<file path="src/rtl/hsk_pkg.sv">
package hsk_pkg;

  // Default pipeline depth: fetch, decode, execute, writeback
  localparam int unsigned HSK_DEF_STAGES = 4;

  // Control strobes driven into one stage register
  typedef struct packed {
    logic en;
    logic clr;
  } hsk_strobe_t;

endpackage

</file>
<file path="src/rtl/hsk_ready_chain.sv">
// Back-to-front ready propagation: each stage sees the ready of the stage
// to its right; the last stage sees a constant high.
module hsk_ready_chain #(
  parameter int unsigned NUM_STAGES = hsk_pkg::HSK_DEF_STAGES
) (
  input  logic [NUM_STAGES-1:0] local_ready_i,
  output logic [NUM_STAGES-1:0] down_ready_o,
  output logic [NUM_STAGES-1:0] prop_ready_o
);

  logic acc;

  always_comb begin
    acc          = 1'b1;
    down_ready_o = '0;
    prop_ready_o = '0;
    for (int i = NUM_STAGES - 1; i >= 0; i--) begin
      down_ready_o[i] = acc;
      acc             = acc & local_ready_i[i];
      prop_ready_o[i] = acc;
    end
  end

endmodule

</file>
<file path="src/rtl/hsk_stage_ctrl.sv">
// Strobe decision for a single stage.
module hsk_stage_ctrl
  import hsk_pkg::*;
(
  input  logic        valid_i,
  input  logic        down_ready_i,
  input  logic        flush_i,
  output hsk_strobe_t strobe_o
);

  always_comb begin
    strobe_o.en  = 1'b0;
    strobe_o.clr = 1'b0;
    if (flush_i) begin
      // control-flow flush wins over the handshake
      strobe_o.clr = 1'b1;
    end else if (down_ready_i) begin
      if (valid_i) strobe_o.en  = 1'b1;
      else         strobe_o.clr = 1'b1;
    end
  end

endmodule

</file>
<file path="src/rtl/pipe_handshake_ctrl.sv">
module pipe_handshake_ctrl
  import hsk_pkg::*;
#(
  parameter int unsigned NUM_STAGES = HSK_DEF_STAGES
) (
  input  logic [NUM_STAGES-1:0] stage_valid_i,
  input  logic [NUM_STAGES-1:0] local_ready_i,
  input  logic [NUM_STAGES-1:0] flush_i,
  output logic [NUM_STAGES-1:0] stage_en_o,
  output logic [NUM_STAGES-1:0] stage_clr_o,
  output logic [NUM_STAGES-1:0] ready_o
);

  localparam int unsigned LAST_STAGE = NUM_STAGES - 1;

  logic [NUM_STAGES-1:0] down_ready;
  logic [NUM_STAGES-1:0] prop_ready;
  hsk_strobe_t           strobe [NUM_STAGES];

  hsk_ready_chain #(
    .NUM_STAGES (NUM_STAGES)
  ) u_chain (
    .local_ready_i (local_ready_i),
    .down_ready_o  (down_ready),
    .prop_ready_o  (prop_ready)
  );

  for (genvar s = 0; s <= LAST_STAGE; s++) begin : g_stage
    hsk_stage_ctrl u_ctrl (
      .valid_i      (stage_valid_i[s]),
      .down_ready_i (down_ready[s]),
      .flush_i      (flush_i[s]),
      .strobe_o     (strobe[s])
    );
    assign stage_en_o[s]  = strobe[s].en;
    assign stage_clr_o[s] = strobe[s].clr;
  end

  assign ready_o = prop_ready;

endmodule

</file>
<file path="config.mk">
export PLATFORM = sky130hd
export DESIGN_NAME = pipe_handshake_ctrl
export DESIGN_NICKNAME = d
export VERILOG_FILES = /design/src/rtl/hsk_pkg.sv /design/src/rtl/hsk_ready_chain.sv /design/src/rtl/hsk_stage_ctrl.sv /design/src/rtl/pipe_handshake_ctrl.sv
export SDC_FILE = /design/constraint.sdc
export NUM_CORES = 1
export LEC_CHECK = 0
export ABC_CLOCK_PERIOD_IN_PS = 800
export BUFFER_PORTS_ARGS = -buffer_cell sky130_fd_sc_hd__buf_2
export CORE_AREA = 8 8 45 47
export DETAILED_ROUTE_END_ITERATION = 10
export DIE_AREA = 0 0 53 55
export PLACE_DENSITY = 0.37
export REMOVE_ABC_BUFFERS = 1
export SLEW_MARGIN = 20
export SYNTH_ARGS = -nofsm -noshare
export SYNTH_HDL_FRONTEND = slang
export SYNTH_SLANG_ARGS = --single-unit
export TNS_END_PERCENT = 100
</file>
<file path="constraint.sdc">
create_clock -name vclk -period 0.8
set_clock_uncertainty 0.15 [all_clocks]
set_input_delay 0.04 -clock vclk [all_inputs]
set_output_delay 0.04 -clock vclk [all_outputs]
set_load 0.02 [all_outputs]
</file>
==> flow_metrics.env <==
export IMPL_run_status="finished clean"
export IMPL_drv_slew=0
export IMPL_layout_nets=53
export IMPL_io_buffers=24
export IMPL_clock_power_share_pct=0
export IMPL_layout_filler_cells=164
export IMPL_firstDrtPassIters=1
export IMPL_antenna_cells_inserted=0
export IMPL_via_count=189
export IMPL_synth_sequential_area_ratio_pct=0
export IMPL_timing_setup_critical_path_class="in2out"
export IMPL_register_area_um2=0
export IMPL_ys_types=10
export IMPL_worstPathArrival_ns=0.59
export IMPL_critical_path_peak_fanout=5
export IMPL_initial_utilization_pct=8.14
export IMPL_coreArea_mm2=0.00138
export IMPL_grt_antenna_before_repair=0
export IMPL_syn_area_per_cell_um2=5.93
export IMPL_switch_pwr_uw=74.1
export IMPL_required_time_of_the_worst_setup_path_ns=0.61
export IMPL_die_height_um=55
export IMPL_floorplan_io_pins=24
export IMPL_grt_overflow=0
export IMPL_fmax_ghz=1.29
export IMPL_power_density_mw_per_mm2=522
export IMPL_netlist_area_leader_share_pct=26.7
export IMPL_remaining_antenna_violation_count=0
export IMPL_synth_top_cell_by_area="buf_4"
export IMPL_timing_max_cap_violations=0
export IMPL_drc_violation_count_after_routing=0
export IMPL_setup_violations=0
export IMPL_launch_instance_of_the_worst_min_delay_path="flush_i[2]"
export IMPL_power_sequential_fraction_pct=0
export IMPL_multi_input_combinational_cell_area_um2=85.1
export IMPL_post_cts_hold_buffer_count=0
export IMPL_hold_path_endpoint="stage_en_o[2]"
export IMPL_synth_area_um2=113
export IMPL_finalHoldWorstSlack_ns=0.204
export IMPL_critical_path_startpoint_type="input pin"
export IMPL_drt_total_wl_um=524
export IMPL_max_vdd_ir_drop_mv=0.115
export IMPL_synth_commonest_cells="buf_4 (4), inv_1 (4), nand2_1 (2), nor3b_1 (2), o21bai_1 (2)"
export IMPL_maximum_number_of_pins_on_one_net_before_global_route_repair=6
export IMPL_die_x_um=53
export IMPL_replace_congestion=0.685
export IMPL_n_sequential_cell=0
export IMPL_cellInternalPower_uw=58.4
export IMPL_power_leakage_nw=0.162
export IMPL_min_period_ns=0.777
export IMPL_die_area_mm2=0.00292
export IMPL_layout_cells_non_filler=55
export IMPL_dr_first_iter_drc_count=0
export IMPL_grt_use_total_pct=3.00
export IMPL_synth_warnings=0
export IMPL_synth_area_top_cells="buf_4 (27%), inv_1 (13%), nor3b_1 (13%), o21bai_1 (13%), a21o_2 (7.8%)"
export IMPL_end_kind="output port"
export IMPL_max_slew_worst_pin_slew_ns=0.120
export IMPL_period_share_pct=97.1
export IMPL_netlist_instances=19
export IMPL_dp_hpwl_um=458
export IMPL_post_drt_wl_per_cell_um=9.53
export IMPL_p_total_uw=132
export IMPL_hold_path_class="in2out"
export IMPL_combPwrFrac_pct=100.0
export IMPL_timing_hold_violations_final=0
export IMPL_std_cell_rows=14
export IMPL_rsz0062_at_grt="yes"
export IMPL_clockBufferCount=0
export IMPL_final_layout_size_suffix_gt1_share_pct=74.4
export IMPL_hold_depth=3
export IMPL_grt_pass1_wl_um=745
export IMPL_switching_share_pct=55.9
export IMPL_slew_limit_headroom_pct=91.9
export IMPL_area_growth_syn_to_layout_pct=126
export IMPL_grt_pass1_vias=199
export IMPL_post_place_cells=55
export IMPL_avgViaCountPerCell=3.44
-- worst max path at each step --
| stage | start | to | slack, ns |
|---|---|---|---|
| 6_report | local_ready_i[3] | ready_o[0] | 0.02 |
| 5_1_grt | local_ready_i[3] | ready_o[0] | -0.006 |
| 3_5_place_dp | local_ready_i[3] | stage_en_o[0] | -0.03 |
| 2_1_floorplan | local_ready_i[2] | stage_en_o[0] | -0.06 |
| 4_1_cts | local_ready_i[3] | ready_o[0] | -0.04 |
| 3_3_place_gp | local_ready_i[3] | stage_en_o[1] | -0.03 |
-- kinds of logic after synthesis --
| kind of cell | synth area share [%] |
|---|---|
| AOI/OAI and AO/OA | 21.1 |
| buffers and inverters | 40.0 |
| and+or+nand+nor | 38.9 |
-- area by class of cell --
cell class | count | area share (%)
timing repair buffer | 24 | 52.7
tap | 16 | 7.88
inverter | 4 | 5.91
multi-input combinational | 11 | 33.5
-- placed cells by master, fill, tap and decap left out --
cell type	n
nor3b_2	2
nand3_2	1
nand2_1	1
o21bai_1	2
nand2b_1	1
nand2_2	1
buf_2	20
a21o_2	1
and2_1	1
nor2_1	1
buf_6	1
buf_4	3
inv_1	4
-- power groups by stage --
stage	logic, mW	clock network, mW	registers, mW
after floorplan	0.0570	0	0
after global placement	0.123	0	0
after detailed placement	0.122	0	0
after CTS	0.125	0	0
after global routing	0.144	0	0
final	0.132	0	0
-- worst max-delay path, stage by stage --
cell	delay [ns]
buf_4	0.13
nand3_2	0.08
inv_1	0.05
and2_1	0.15
buf_6	0.13
-- stage by stage --
step | util (%) | setup TNS (ns) | worst slack (ns) | area (um2)
final | 18.4 | 0 | 0.0235 | 254
after global routing | 18.4 | -0.00560 | -0.00560 | 254
after CTS | 16.6 | -0.0987 | -0.0381 | 230
after detailed placement | 16.1 | -0.0783 | -0.0300 | 223
after global placement | 16.1 | -0.0726 | -0.0340 | 223
after floorplan | - | -0.102 | -0.0639 | 82.6
-- layer usage --
| metal | share of wire, % | GRT usage, % | wire length (um) |
|---|---|---|---|
| met4 | 0 | 0 | 0 |
| met1 | 30 | 3.17 | 155 |
| met2 | 52 | 5.86 | 273 |
| met5 | 0 | 0 | 0 |
| met3 | 18 | 1.07 | 95 |
-- timing repair --
action	in CTS	in global routing
buffers inserted	0	0
endpoints found under the hold margin	0	0
gates resized for setup	2	7
pin swaps	1	2
setup endpoints to repair	3	5
Power figures use the tool's default switching activity.
